===== src/rtl/dbuf_pkg.sv =====
package dbuf_pkg;
    localparam int SEG_BITS = 3;
    localparam int SEG_N    = (1 << SEG_BITS) - 1;

    typedef logic [SEG_N-1:0] seg_t;

    typedef struct packed {
        logic wr_n;
        logic ld;
        logic clr;
    } ctl_t;

    function automatic seg_t thermo(input logic [SEG_BITS-1:0] code);
        seg_t s;
        for (int i = 0; i < SEG_N; i++) begin
            s[i] = (code > SEG_BITS'(i));
        end
        return s;
    endfunction
endpackage


===== src/rtl/dbuf_hold_stage.sv =====
module dbuf_hold_stage #(
    parameter int W      = 16,
    parameter bit EN_LOW = 1'b0
) (
    input  logic         clk,
    input  logic         rst,
    input  logic         force_clr,
    input  logic [W-1:0] clr_val,
    input  logic         en_pin,
    input  logic [W-1:0] d,
    output logic [W-1:0] q
);
    logic         en;
    logic [W-1:0] held;

    generate
        if (EN_LOW) begin : g_low
            assign en = ~en_pin;
        end else begin : g_high
            assign en = en_pin;
        end
    endgenerate

    always_comb begin
        if (force_clr)  q = clr_val;
        else if (en)    q = d;
        else            q = held;
    end

    always_ff @(posedge clk) begin
        if (rst) held <= clr_val;
        else     held <= q;
    end

    // a closed stage keeps its contents across an edge
    assert_stage_hold_R1_R2: assert property (@(posedge clk) disable iff (rst)
        (!en && !force_clr) |=> (en || force_clr || $stable(q)));
endmodule


===== src/rtl/dbuf_deglitch_trig.sv =====
module dbuf_deglitch_trig (
    input  logic clk,
    input  logic rst,
    input  logic ld,
    input  logic clr,
    output logic pulse
);
    logic s1, s2, s3;

    always_ff @(posedge clk) begin
        if (rst) begin
            s1 <= 1'b0;
            s2 <= 1'b0;
            s3 <= 1'b0;
        end else begin
            s1 <= ld;
            s2 <= s1;
            s3 <= s2;
        end
    end

    assign pulse = s2 & ~s3 & ~clr;

    assert_pulse_single_R10: assert property (@(posedge clk) disable iff (rst)
        pulse |=> !pulse);
    assert_pulse_origin_R10: assert property (@(posedge clk) disable iff (rst)
        pulse |-> $past(ld, 2));
    assert_pulse_blocked_R11: assert property (@(posedge clk) disable iff (rst)
        clr |-> !pulse);
endmodule


===== src/rtl/dbuf_seg_split.sv =====
module dbuf_seg_split
    import dbuf_pkg::*;
#(
    parameter int W = 16,
    localparam int LW = W - SEG_BITS
) (
    input  logic [W-1:0]  word,
    output seg_t          seg,
    output logic [LW-1:0] lad
);
    assign seg = thermo(word[W-1 -: SEG_BITS]);
    assign lad = word[LW-1:0];
endmodule


===== src/rtl/dbuf_dac_front.sv =====
module dbuf_dac_front
    import dbuf_pkg::*;
#(
    parameter int DATA_W  = 16,
    parameter bit CLR_MID = 1'b0,
    localparam int LAD_W  = DATA_W - SEG_BITS
) (
    input  logic              clk,
    input  logic              rst,
    input  logic              wr_n,
    input  logic              ld,
    input  logic              clr,
    input  logic [DATA_W-1:0] bus_d,
    output logic [DATA_W-1:0] dac_word,
    output logic [SEG_N-1:0]  seg_en,
    output logic [LAD_W-1:0]  ladder,
    output logic              dg_pulse
);
    localparam logic [DATA_W-1:0] CLR_VAL =
        CLR_MID ? (DATA_W'(1) << (DATA_W - 1)) : '0;

    ctl_t        ctl;
    logic        force_clr;
    logic [DATA_W-1:0] stage_q;

    assign ctl       = '{wr_n: wr_n, ld: ld, clr: clr};
    assign force_clr = ctl.clr | rst;

    dbuf_hold_stage #(.W(DATA_W), .EN_LOW(1'b1)) u_stage (
        .clk(clk), .rst(rst), .force_clr(force_clr), .clr_val(CLR_VAL),
        .en_pin(ctl.wr_n), .d(bus_d), .q(stage_q)
    );

    dbuf_hold_stage #(.W(DATA_W), .EN_LOW(1'b0)) u_out (
        .clk(clk), .rst(rst), .force_clr(force_clr), .clr_val(CLR_VAL),
        .en_pin(ctl.ld), .d(stage_q), .q(dac_word)
    );

    dbuf_seg_split #(.W(DATA_W)) u_split (
        .word(dac_word), .seg(seg_en), .lad(ladder)
    );

    dbuf_deglitch_trig u_dg (
        .clk(clk), .rst(rst), .ld(ctl.ld), .clr(ctl.clr), .pulse(dg_pulse)
    );

    assert_clear_value_R5_R6: assert property (@(posedge clk) disable iff (rst)
        clr |-> dac_word == CLR_VAL);
    assert_seg_count_R8: assert property (@(posedge clk) disable iff (rst)
        $countones(seg_en) == int'(dac_word[DATA_W-1 -: SEG_BITS]));
    assert_seg_contig_R8: assert property (@(posedge clk) disable iff (rst)
        ((seg_en & (seg_en + 1'b1)) == '0));
    assert_flow_R3: assert property (@(posedge clk) disable iff (rst)
        (!wr_n && ld && !clr) |-> dac_word == bus_d);
endmodule


===== config.mk =====
export PLATFORM = sky130hd
export DESIGN_NAME = dbuf_dac_front
export DESIGN_NICKNAME = d
export VERILOG_FILES = /design/src/rtl/dbuf_pkg.sv /design/src/rtl/dbuf_hold_stage.sv /design/src/rtl/dbuf_deglitch_trig.sv /design/src/rtl/dbuf_seg_split.sv /design/src/rtl/dbuf_dac_front.sv
export SDC_FILE = /design/constraint.sdc
export NUM_CORES = 1
export LEC_CHECK = 0
export BUFFER_PORTS_ARGS = -buffer_cell sky130_fd_sc_hd__buf_2
export CAP_MARGIN = 30
export CELL_PAD_IN_SITES_DETAIL_PLACEMENT = 2
export CELL_PAD_IN_SITES_GLOBAL_PLACEMENT = 2
export CORE_ASPECT_RATIO = 0.5
export CORE_MARGIN = 2
export CORE_UTILIZATION = 25
export CTS_CLUSTER_DIAMETER = 40
export DETAILED_ROUTE_END_ITERATION = 12
export GPL_ROUTABILITY_DRIVEN = 0
export PLACE_DENSITY_LB_ADDON = 0.1
export SLEW_MARGIN = 20
export SYNTH_ARGS = -nofsm -noshare
export SYNTH_HDL_FRONTEND = slang
export SYNTH_SLANG_ARGS = --single-unit

===== constraint.sdc =====
create_clock -name clk -period 1.39 [get_ports clk]
set_input_delay 0.278 -clock clk [delete_from_list [all_inputs] [get_ports clk]]
set_output_delay 0.278 -clock clk [all_outputs]
set_load 0.02 [all_outputs]

== Yosys cells after proc, flatten, opt, wreduce, memory -nomap -nowiden ==
Cells that the tools add are included.

* Register bits: 35
* Input bits: 21
* Logic and storage cells: 21

* Mux-type cells: 4
* Bitwise operators: 5
* $lt $le $gt $ge: 7

{| class="wikitable"
|+ Operators by type and width
! cell !! count
|-
| 2-to-1 mux 16 bit || 4
|-
| > comparator 3 bit (second input constant) || 3
|-
| > comparator 3 x 1 -> 1 bit (second input constant) || 2
|-
| > comparator 3 x 2 -> 1 bit (second input constant) || 2
|-
| bitwise AND 1 bit || 2
|-
| NOT 1 bit || 2
|-
| bitwise OR 1 bit || 1
|}

== Depth between registers and ports, before layout ==
Gate-level depths: netlist of run 1.

* Depth after elaboration: 5
* Depth in mapped cells: 5

== Modules after synthesis ==
Synthesis of run 1 repeated with hierarchy kept, for this count alone.

* Cells, all modules: 171
* Area, all modules: 2179.6 um^2

{| class="wikitable"
|+ Modules (own cells, without submodules)
! module !! seq. area each (um^2) !! area an instance (um^2) !! cells an instance !! times used
|-
| dbuf_hold_stage at u_stage || 320.3 || 968.4 || 71 || 1
|-
| dbuf_hold_stage at u_out || 320.3 || 964.7 || 71 || 1
|-
| dbuf_seg_split || 0.0 || 145.1 || 20 || 1
|-
| dbuf_deglitch_trig || 60.1 || 91.3 || 7 || 1
|-
| dbuf_dac_front || 0.0 || 10.0 || 2 || 1
|}

== Worst setup path before layout of run 1 ==
OpenSTA, ideal clock, no wires.

* Path kind: input port to output port
* Start point: input rst
* End point: output ladder[0]
* Data arrival time: 1.672 ns
* Path slack: -0.560 ns
* Required time: 1.112 ns
* Stages: 5
* Path through: or2_1 -> buf_6 -> clkbuf_1 -> a211oi_1 -> buf_4

* Word-level cells in the longest chain between the ends: 4

{| class="wikitable"
|+ Ends and longest elaborated chain
! item !! line !! source
|-
| start, declared || dbuf_dac_front.sv:9 || <nowiki>input logic rst,</nowiki>
|-
| bitwise OR 1 bit * || dbuf_dac_front.sv:27 || <nowiki>assign force_clr = ctl.clr | rst;</nowiki>
|-
| 2-to-1 mux 16 bit || dbuf_hold_stage.sv:25 || <nowiki>if (force_clr) q = clr_val;</nowiki>
|-
| 2-to-1 mux 16 bit || dbuf_hold_stage.sv:26 || <nowiki>else if (en) q = d;</nowiki>
|-
| 2-to-1 mux 16 bit * || dbuf_hold_stage.sv:25 ||
|-
| end, declared || dbuf_dac_front.sv:16 || <nowiki>output logic [LAD_W-1:0] ladder,</nowiki>
|}

Every way passes the cells marked *; elsewhere a longest branch is shown, timed or not.

== Worst setup path in the final report of run 1 ==
* Start point: register u_stage.held[15]
* End point: output seg_en[2]

* Word-level cells in the longest chain between the ends: 5

{| class="wikitable"
|+ Ends and longest elaborated chain
! item !! line !! source
|-
| start, declared || dbuf_hold_stage.sv:14 || <nowiki>logic [W-1:0] held;</nowiki>
|-
| start signal, assigned || dbuf_hold_stage.sv:31 || <nowiki>if (rst) held <= clr_val;</nowiki>
|-
| start signal, assigned || dbuf_hold_stage.sv:32 || <nowiki>else held <= q;</nowiki>
|-
| 2-to-1 mux 16 bit || dbuf_hold_stage.sv:26 ||
|-
| 2-to-1 mux 16 bit || dbuf_hold_stage.sv:25 ||
|-
| 2-to-1 mux 16 bit || dbuf_hold_stage.sv:26 ||
|-
| 2-to-1 mux 16 bit || dbuf_hold_stage.sv:25 ||
|-
| > comparator 3 x 2 -> 1 bit || dbuf_pkg.sv:16 || <nowiki>s[i] = (code > SEG_BITS'(i));</nowiki>
|-
| end, declared || dbuf_dac_front.sv:15 || <nowiki>output logic [SEG_N-1:0] seg_en,</nowiki>
|}

Every way passes these cells.

==> results of run 1 <==
[kinds of logic after synthesis]
group,Yosys count,share of synthesized area
buffers and inverters,32,0.1270
AND/OR/NAND/NOR,43,0.1295
flip-flops,35,0.4647
multiplexers,16,0.1071
AO/OA/AOI/OAI,32,0.1718
[registers in the layout, summed over array words and instances, names as in the netlist]
register and flops:
u_dg.s1 1, u_stage.held 16, u_dg.s3 1, u_out.held 16, u_dg.s2 1
[layout make-up]
class | instances | area [um^2]
Sequential cell | 35 | 704.4
Clock buffer | 5 | 125.1
Clock inverter | 3 | 43.79
Fill cell | 544 | 2606
Tap cell | 73 | 91.34
Antenna cell | 1 | 2.502
Multi-Input combinational cell | 91 | 978.4
Timing Repair Buffer | 108 | 1081
Inverter | 6 | 25.02
[final timing paths]
| path | start | end | cells past startpoint |
|---|---|---|---|
| worst max-delay path | u_stage.held[15] | seg_en[2] | 5 |
| worst min-delay path | bus_d[15] | u_stage.held[15] | 3 |
| worst max register to register | u_stage.held[6] | u_out.held[6] | 4 |
| worst min register to register | u_dg.s1 | u_dg.s2 | 1 |
[per-layer routing]
layer  track usage  wire length (um)  vias up
li1              -                 -      699
met1        0.2188              2445      719
met2        0.3533              2983       40
met3       0.04531               275       12
met4       0.08362               114        0
met5             0                 0        -
[power breakdown]
part / switching [uW] / total (uW) / internal, uW
Combinational: 340 / 692 / 353
Sequential: 15.3 / 1060 / 1040
Clock: 473 / 1320 / 846
[worst register-to-register path, delay by kind of cell, from the launching register on]
kind / cells / cell delay [ns]
buf+inv: 2 / 0.27
compound gates: 1 / 0.26
flops: 1 / 0.36
mux: 1 / 0.10
[timing repair]
action	CTS	global route
hold endpoints to repair	0	0
gates cloned	4	0
pin swaps	12	16
resized for setup	102	22
setup endpoints to repair	36	36
setup buffers	10	6
hold buffers	0	0
[layout by cell type, fill, tap and decap left out, types with 2 or more instances in the layout]
cell       synthesis  final
a211oi_4           0     13
buf_4             16     38
mux2i_2            0      8
a211oi_1          26     13
dfxtp_1           35     32
nor2b_1            2      2
buf_2              3     18
buf_12             0      9
buf_6              1     40
a31oi_4            0      2
dfxtp_2            0      3
nor2_1            32     30
mux2i_4            0      6
clkbuf_16          0      5
inv_1              6      4
and2b_1            2      2
a211o_4            2      2
[through the flow]
step           total power (uW)  area [um^2]  setup WS, ns  instances    util
2_1_floorplan              1409         1851       -0.2162        158       -
3_3_place_gp               1550         2282       -0.3702        301  0.4034
3_5_place_dp               1567         2282       -0.3826        301  0.4034
4_1_cts                    3047         2977       -0.3266        319  0.5261
5_1_grt                    3188         3049       -0.3681        321  0.5389
6_report                   3066         3052       -0.3234        322  0.5394
==> impl_metrics.csv, run 1 <==
group,metric,value,unit
timing,clock.fmax,583.6,MHz
synth,syn_area_per_cell,9.542,um^2
routing,wire_per_inst,18.07,um
clock_network,ctsRootBufferMaster,"clkbuf_16",
synth,synth_seq_area_share,0.4647,
setup_path,worst_setup_path_end_kind,"output pin",
routing,antenna_left,0,
floorplanning,die_w,113.8,um
routing,dr.pass1.iters,3,
synth,yosys-top-cells-area,"dfxtp_1 46%, a211oi_1 13%, mux2i_1 10%",
floorplanning,io-pin-count,58,
routing,routed_wl,5819,um
floorplanning,die_area,6706,um^2
status,outcome,"complete, but fails checks",
setup_path,critPathBufInv,2,
timing,finalWorstSetupSlack,-0.3234,ns
synth,synthMostInstantiatedCell,"dfxtp_1",
finish,syn_to_final_growth,102.4,%
routing,drc,0,
clock_network,clock_sinks,35,
synth,syn_inst,158,
timing,whs,0.2732,ns
setup_path,critical_path_arrival,1.44,ns
floorplanning,start_util,0.2665,
synth,yosysWarnings,0,
grt,track_usage,0.1920,
timing,fin_crit,1.713,ns
routing,vias_per_cell,4.565,
synth,yosysTopAreaCellShare,0.4647,
grt,overflow,0,
placement,hpwl,3123,um
timing,clock_skew,0.005089,ns
setup_path,critPathSlowestCell,"a211o_4",
timing,setup_viol,36,
job,maxCapViolations,0,
setup_path,worst_setup_path_start_kind,"flip-flop",
clock_network,cts_tree,"built",
setup_path,critPathKind,"flip-flop to output pin",
timing,hold_viol_final,0,
power,powerDensity,1005,nW/um^2
finish,nets,268,
floorplanning,rows,19,
timing,slew_headroom,0.7720,
clock_network,insertion_delay,0.29,ns
setup_path,cpPeakStageDelay,0.40,ns
setup_path,crit_required,1.11,ns
timing,setup-tns-final,-7.227,ns
clock_network,cts.clk_slew.worst_paths,0.06,ns
timing,period_share,1.233,
clock_network,cts_inserted_buffers,5,
timing,rsz0062_at_grt,"true",
setup_path,path_max_fanout,6,
synth,synth_edf_count,0,
grt,grt_max_degree,20,
synth,synth.distinct_cells,24,
floorplanning,die_h,58.92,um
grt,grt_pass1_wl,9321,um
timing,drv_slew,0,
placement,portBuffers,57,
worst_hold_path,hold_path_class,"primary input to flip-flop",
timing,worstMarginPinSlew,0.3324,ns
routing,drt_iter0_markers,17,
power,power_leakage,0.001293,uW
routing,via_count,1470,
floorplanning,core,5658,um^2
synth,netlist_area,1508,um^2
grt,antenna_found_initial,1,
synth,async_flop_share,0,
finish,drive_above_1_share,0.6532,
synth,ys_ff_latch,35,
setup_path,crit_family,"compound AO/OA/AOI/OAI gates",
clock_network,ctsHtreeMaxLevel,2,
status,violations,"setup timing",
synth,synth_fp_nets,179,
setup_path,path_cells,"mux2i_4, a211o_4, buf_12, o21ai_4, buf_6",
grt,grt_pass1_vias,1735,
power,vdd_drop_max,1.056,mV
synth,synth_top_area_cell,"dfxtp_1",
clock_network,clock_path_buffers,2,
synth,synthTopCellsByCount,"35 x dfxtp_1, 32 x nor2_1, 26 x a211oi_1",
synth,synthFlopType,"dfxtp_1",
setup_path,reg2reg_slack,0.30,ns
(Power assumes the default switching activity.)
==> inputs of run 2 (changes only) <==
--- a/config.mk
+++ b/config.mk
@@ -16,6 +16,7 @@
 export DETAILED_ROUTE_END_ITERATION = 12
 export GPL_ROUTABILITY_DRIVEN = 0
 export PLACE_DENSITY_LB_ADDON = 0.1
+export RECOVER_POWER = 50
 export SLEW_MARGIN = 20
 export SYNTH_ARGS = -nofsm -noshare
 export SYNTH_HDL_FRONTEND = slang
==> constraint.sdc (replaced) <==
create_clock -name clk -period 1.5 [get_ports clk]
set_input_delay 0.3 -clock clk [delete_from_list [all_inputs] [get_ports clk]]
set_output_delay 0.3 -clock clk [all_outputs]
set_load 0.02 [all_outputs]
==> run 2 against run 1 <==
The flow still finishes with violations (setup timing); via count shrank 2.8%; clock skew is 0.0020 ns lower; count of clock-buffer cells in the layout grew 1; wire length rose by 4.5%; critical endpoint is now seg_en[6]; global-route usage increased by 0.94 points; clock power shrank 25%; utilization is 4.2 points lower; power is 17% lower; first-iteration DRC count increased by 110%.
==> impl_metrics.csv, run 2 (synthesized netlist as in run 1, its figures left out) <==
group,metric,value,unit
clock_network,cts_inserted_buffers,5,
timing,rsz0062_at_grt,"true",
floorplanning,die_area,6706,um^2
grt,grt_pass1_vias,1738,
finish,syn_to_final_growth,86.56,%
power,power_leakage,0.001184,uW
worst_hold_path,holdPathEnd,"u_stage.held[15]",
setup_path,critPathSlowestCell,"a211o_4",
power,vdd_drop_max,0.4768,mV
placement,dpl_cell_area,2233,um^2
finish,drive_above_1_share,0.6043,
placement,hpwl,3162,um
setup_path,path_max_fanout,8,
power,comb_power_share,0.230,
routing,drt_iter0_markers,36,
setup_path,worst_setup_path_end_kind,"output pin",
grt,track_usage,0.2014,
finish,final_core_util,0.4971,
timing,drv_slew,0,
clock_network,clock_path_buffers,2,
routing,vias_per_cell,4.716,
finish,nets,252,
finish,fillers,552,
floorplanning,io-pin-count,58,
timing,worstMarginPinSlew,0.3516,ns
grt,overflow,0,
finish,multi_input_area,929.6,um^2
grt,grt_max_degree,22,
setup_path,reg2reg_slack,0.46,ns
status,violations,"setup timing",
setup_path,path_cells,"mux2i_2, a211o_4, nor3_4, buf_6",
timing,clock.fmax,580.0,MHz
floorplanning,die_w,113.8,um
finish,final_common_cell,"buf_6",
clock_network,insertion_delay,0.28,ns
timing,hold_viol_final,0,
power,fin_total_pwr,2556,uW
clock_network,cts_tree,"built",
power,swShare,0.2775,
setup_path,crit_family,"compound AO/OA/AOI/OAI gates",
power,seq_power_share,0.383,
power,switchingPower,709.2,uW
finish,layout_common_cells,"38 x buf_6, 33 x dfxtp_1, 31 x nor2_1",
floorplanning,die_h,58.92,um
clock_network,cts.clk_slew.worst_paths,0.05,ns
power,powerDensity,908.8,nW/um^2
finish,seq_area,703.2,um^2
timing,period_share,1.149,
setup_path,worst_setup_path_start_kind,"flip-flop",
finish,largestRegisters,"u_out.held: 16 flops, u_stage.held: 16 flops",
routing,antenna_left,0,
floorplanning,rows,19,
job,maxCapViolations,0,
setup_path,cpPeakStageDelay,0.43,ns
routing,drc,0,
routing,routed_wl,6079,um
worst_hold_path,min_from,"bus_d[15]",
timing,slew_headroom,0.7589,
placement,portBuffers,57,
setup_path,critPathBufInv,1,
clock_network,ctsRootBufferMaster,"clkbuf_16",
worst_hold_path,hold_path_class,"primary input to flip-flop",
timing,whs,0.3176,ns
setup_path,r2r_cells,3,
timing,clock_skew,0.003109,ns
routing,wire_per_inst,20.06,um
timing,fin_crit,1.724,ns
setup_path,crit_required,1.20,ns
routing,via_count,1429,
status,outcome,"complete, but fails checks",
clock_network,clock_sinks,35,
clock_network,ctsHtreeMaxLevel,2,
timing,setup_viol,36,
grt,grt_pass1_wl,9729,um
worst_hold_path,hold_depth,3,
floorplanning,core,5658,um^2
power,p_int,1847,uW
setup_path,critPathKind,"flip-flop to output pin",
floorplanning,start_util,0.2665,
power,p_clk_frac,0.387,
setup_path,critical_path_arrival,1.42,ns
grt,antenna_found_initial,1,
setup_path,r2r_end,"u_out.held[13]",
timing,finalWorstSetupSlack,-0.2240,ns
finish,final_cell_area,2813,um^2
setup_path,r2r_start,"u_stage.held[13]",
routing,dr.pass1.iters,4,
finish,antenna-diode-count,0,
-- run 2: cell types whose count changed in the layout (fill, tap and decap cells not counted), moves of 2 or more --
cell,before,now
buf_6,40,38
buf_4,38,28
buf_16,1,3
buf_12,9,3
clkbuf_1,0,2
mux2i_2,8,11
mux2i_4,6,2
-- run 2: metrics by stage --
step / setup slack [ns] / instances / TNS [ns]
5_1_grt: -0.2711 / 303 / -5.070
6_report: -0.2240 / 303 / -3.881
2_1_floorplan: -0.1502 / 158 / -2.034
4_1_cts: -0.2211 / 305 / -3.654
3_3_place_gp: -0.3136 / 295 / -9.251
3_5_place_dp: -0.3462 / 295 / -10.65
-- run 2: layout make-up --
class | instances | area share
Multi-Input combinational cell | 91 | 0.3305
Inverter | 6 | 0.008897
Sequential cell | 35 | 0.2500
Timing Repair Buffer | 92 | 0.3323
Clock buffer | 6 | 0.04582
Tap cell | 73 | 0.03247
-- run 2: worst max-delay path by stage --
| stage | slack (ns) | cells past startpoint | endpoint | from |
|---|---|---|---|---|
| finish | -0.22 | 4 | seg_en[6] | u_stage.held[15] |
| global route | -0.27 | 4 | seg_en[6] | u_stage.held[15] |
| CTS | -0.22 | 4 | seg_en[6] | u_stage.held[14] |
| detailed placement | -0.35 | 5 | dac_word[10] | rst |
| global placement | -0.31 | 5 | dac_word[0] | rst |
| floorplan | -0.15 | 5 | ladder[0] | rst |
-- run 2: layer usage --
metal / share of wire / wire (um) / track usage / vias up
li1: - / - / - / 671
met1: 0.43 / 2601 / 0.2305 / 709
met2: 0.51 / 3091 / 0.3695 / 43
met3: 0.050 / 303 / 0.05973 / 6
met4: 0.013 / 82 / 0.06620 / 0
met5: 0 / 0 / 0 / -
-- run 2: timing repair --
item,in CTS,in global routing
gates cloned,5,0
pin swaps,16,5
setup buffers,2,0
resized for setup,97,5
setup endpoints to repair,36,36
hold buffers,0,0
-- run 2: power by group through the flow --
stage	Clock, uW	Combinational, uW	Sequential, uW
after detailed placement	0	445	994
after floorplan	0	315	990
final	989	588	979
after global placement	0	433	992
after global routing	1050	622	981
after CTS	993	583	976
-- run 2: worst reg2reg max path, stage by stage (launching register included) --
cell	delay, ns
dfxtp_1	0.29
mux2_4	0.29
a31oi_4	0.28
inv_1	0.06
==> inputs of run 3 (changes only) <==
--- a/config.mk
+++ b/config.mk
@@ -12,6 +12,7 @@
 export CORE_ASPECT_RATIO = 0.5
 export CORE_MARGIN = 2
 export CORE_UTILIZATION = 25
+export CTS_BUF_LIST = sky130_fd_sc_hd__clkbuf_4 sky130_fd_sc_hd__clkbuf_8 sky130_fd_sc_hd__clkbuf_16
 export CTS_CLUSTER_DIAMETER = 40
 export DETAILED_ROUTE_END_ITERATION = 12
 export GPL_ROUTABILITY_DRIVEN = 0
==> run 3 against run 2 <==
The flow still finishes with violations (setup timing); largest cell class is now multi-input gates; critical path depth unchanged; global-route usage is 2.0 points lower; wire length is 11% lower; critical endpoint unchanged; die area unchanged; clock power down 1%; critical path type unchanged.
==> impl_metrics.csv, run 3 (synthesized netlist as in run 1, its figures left out) <==
group,metric,value,unit
placement,hpwl,3162,um
floorplanning,rows,19,
grt,grt_pass1_wl,9011,um
floorplanning,core,5658,um^2
routing,via_count,1397,
timing,rsz0062_at_grt,"true",
clock_network,ctsHtreeMaxLevel,2,
timing,clock_skew,0.001170,ns
grt,top_usage_layer,"met2",
setup_path,worst_setup_path_end_kind,"output pin",
routing,vias_per_cell,4.595,
routing,wire_per_inst,17.70,um
floorplanning,die_area,6706,um^2
status,outcome,"complete, but fails checks",
routing,drt_iter0_markers,26,
grt,antenna_found_initial,1,
timing,drv_slew,0,
power,power_leakage,0.001181,uW
placement,dpl_cell_area,2233,um^2
timing,slew_headroom,0.7658,
timing,worstMarginPinSlew,0.3415,ns
setup_path,critPathKind,"flip-flop to output pin",
routing,antenna_left,0,
placement,place_ws,-0.3462,ns
power,vdd_drop_max,0.3888,mV
finish,syn_to_final_growth,86.97,%
floorplanning,start_util,0.2665,
clock_network,cts_inserted_buffers,5,
finish,drive_above_1_share,0.6043,
power,powerDensity,898.2,nW/um^2
setup_path,path_max_fanout,8,
grt,grt_max_degree,22,
timing,period_share,1.142,
setup_path,path_cells,"mux2i_2, a211o_4, nor3_4, buf_6",
floorplanning,io-pin-count,58,
floorplanning,die_h,58.92,um
setup_path,worst_setup_path_start_kind,"flip-flop",
timing,setup_viol,36,
setup_path,critical_path_arrival,1.41,ns
finish,final_cell_area,2819,um^2
setup_path,critPathSlowestCell,"a211o_4",
grt,grt_pass1_vias,1665,
timing,finalWorstSetupSlack,-0.2134,ns
floorplanning,die_w,113.8,um
worst_hold_path,hold_path_class,"primary input to flip-flop",
finish,final_common_cell,"buf_6",
setup_path,crit_family,"compound AO/OA/AOI/OAI gates",
routing,drc,0,
setup_path,critPathBufInv,1,
status,violations,"setup timing",
grt,gr-usage-met1,0.2202,
placement,portBuffers,57,
clock_network,cts.clk_slew.worst_paths,0.05,ns
grt,overflow,0,
finish,nets,252,
clock_network,ctsRootBufferMaster,"clkbuf_16",
clock_network,insertion_delay,0.27,ns
finish,fillers,565,
clock_network,cts_hold_buf,0,
timing,fin_crit,1.713,ns
grt,use_met2,0.3199,
routing,routed_wl,5382,um
grt,met3_usage,0.05664,
routing,dr.pass1.iters,4,
job,maxCapViolations,0,
clock_network,clock_sinks,35,
finish,largestRegisters,"u_out.held: 16 flops, u_stage.held: 16 flops",
finish,layout_common_cells,"38 x buf_6, 33 x dfxtp_1, 31 x nor2_1",
grt,track_usage,0.1812,
timing,clock.fmax,583.6,MHz
setup_path,crit_required,1.20,ns
clock_network,cts_tree,"built",
setup_path,cpPeakStageDelay,0.42,ns
clock_network,clock_path_buffers,2,
timing,hold_viol_final,0,
-- run 3: worst paths after layout --
path                    startpoint             end  slack [ns]  cells past startpoint
setup / recovery  u_stage.held[15]       seg_en[6]       -0.21                      4
hold / removal                 rst         u_dg.s1        0.31                      3
setup reg to reg  u_stage.held[13]  u_out.held[13]        0.46                      3
hold reg to reg            u_dg.s1         u_dg.s2        0.46                      1
-- run 3: cell type report --
cell class	count	area, um^2	area share
clock buffers	6	132.6	0.04705
inverters	6	25.02	0.008877
repair buffers	92	929.6	0.3298
multi-input cells	91	934.6	0.3316
diodes	1	2.502	0.0008877
flip-flops and latches	35	703.2	0.2494
well taps	73	91.34	0.03240
-- run 3: timing repair --
item                       in CTS  in global routing
pin swaps                      17                 10
cloned                          5                  0
buffers inserted                2                  1
setup endpoints to repair      36                 36
gates resized for setup       100                  5
-- run 3: metal layers --
layer | vias up | share of wire
met2 | 38 | 0.50
li1 | 669 | -
met4 | 0 | 0.0041
met3 | 2 | 0.055
met5 | - | 0
met1 | 688 | 0.44
-- run 3: per-stage QoR --
stage	TNS (ns)	hold WS [ns]	utilization	instances	total power [uW]
2_1_floorplan	-2.034	0.3716	-	158	1305
3_3_place_gp	-9.251	0.4320	0.3947	295	1425
3_5_place_dp	-10.65	0.4636	0.3947	295	1439
4_1_cts	-3.139	0.3014	0.4998	305	2574
5_1_grt	-3.610	0.3155	0.4978	303	2645
6_report	-2.301	0.3096	0.4982	304	2532
-- run 3: worst min-delay path, stage by stage --
cell	delay [ns]
buf_6	0.07
buf_4	0.12
nor2b_1	0.04
-- run 3: report_power, final --
part,switching (uW),total [uW],internal (uW)
logic,296,578,282
registers,12.6,977,965
clock network,362,976,615
total,670,2530,1860
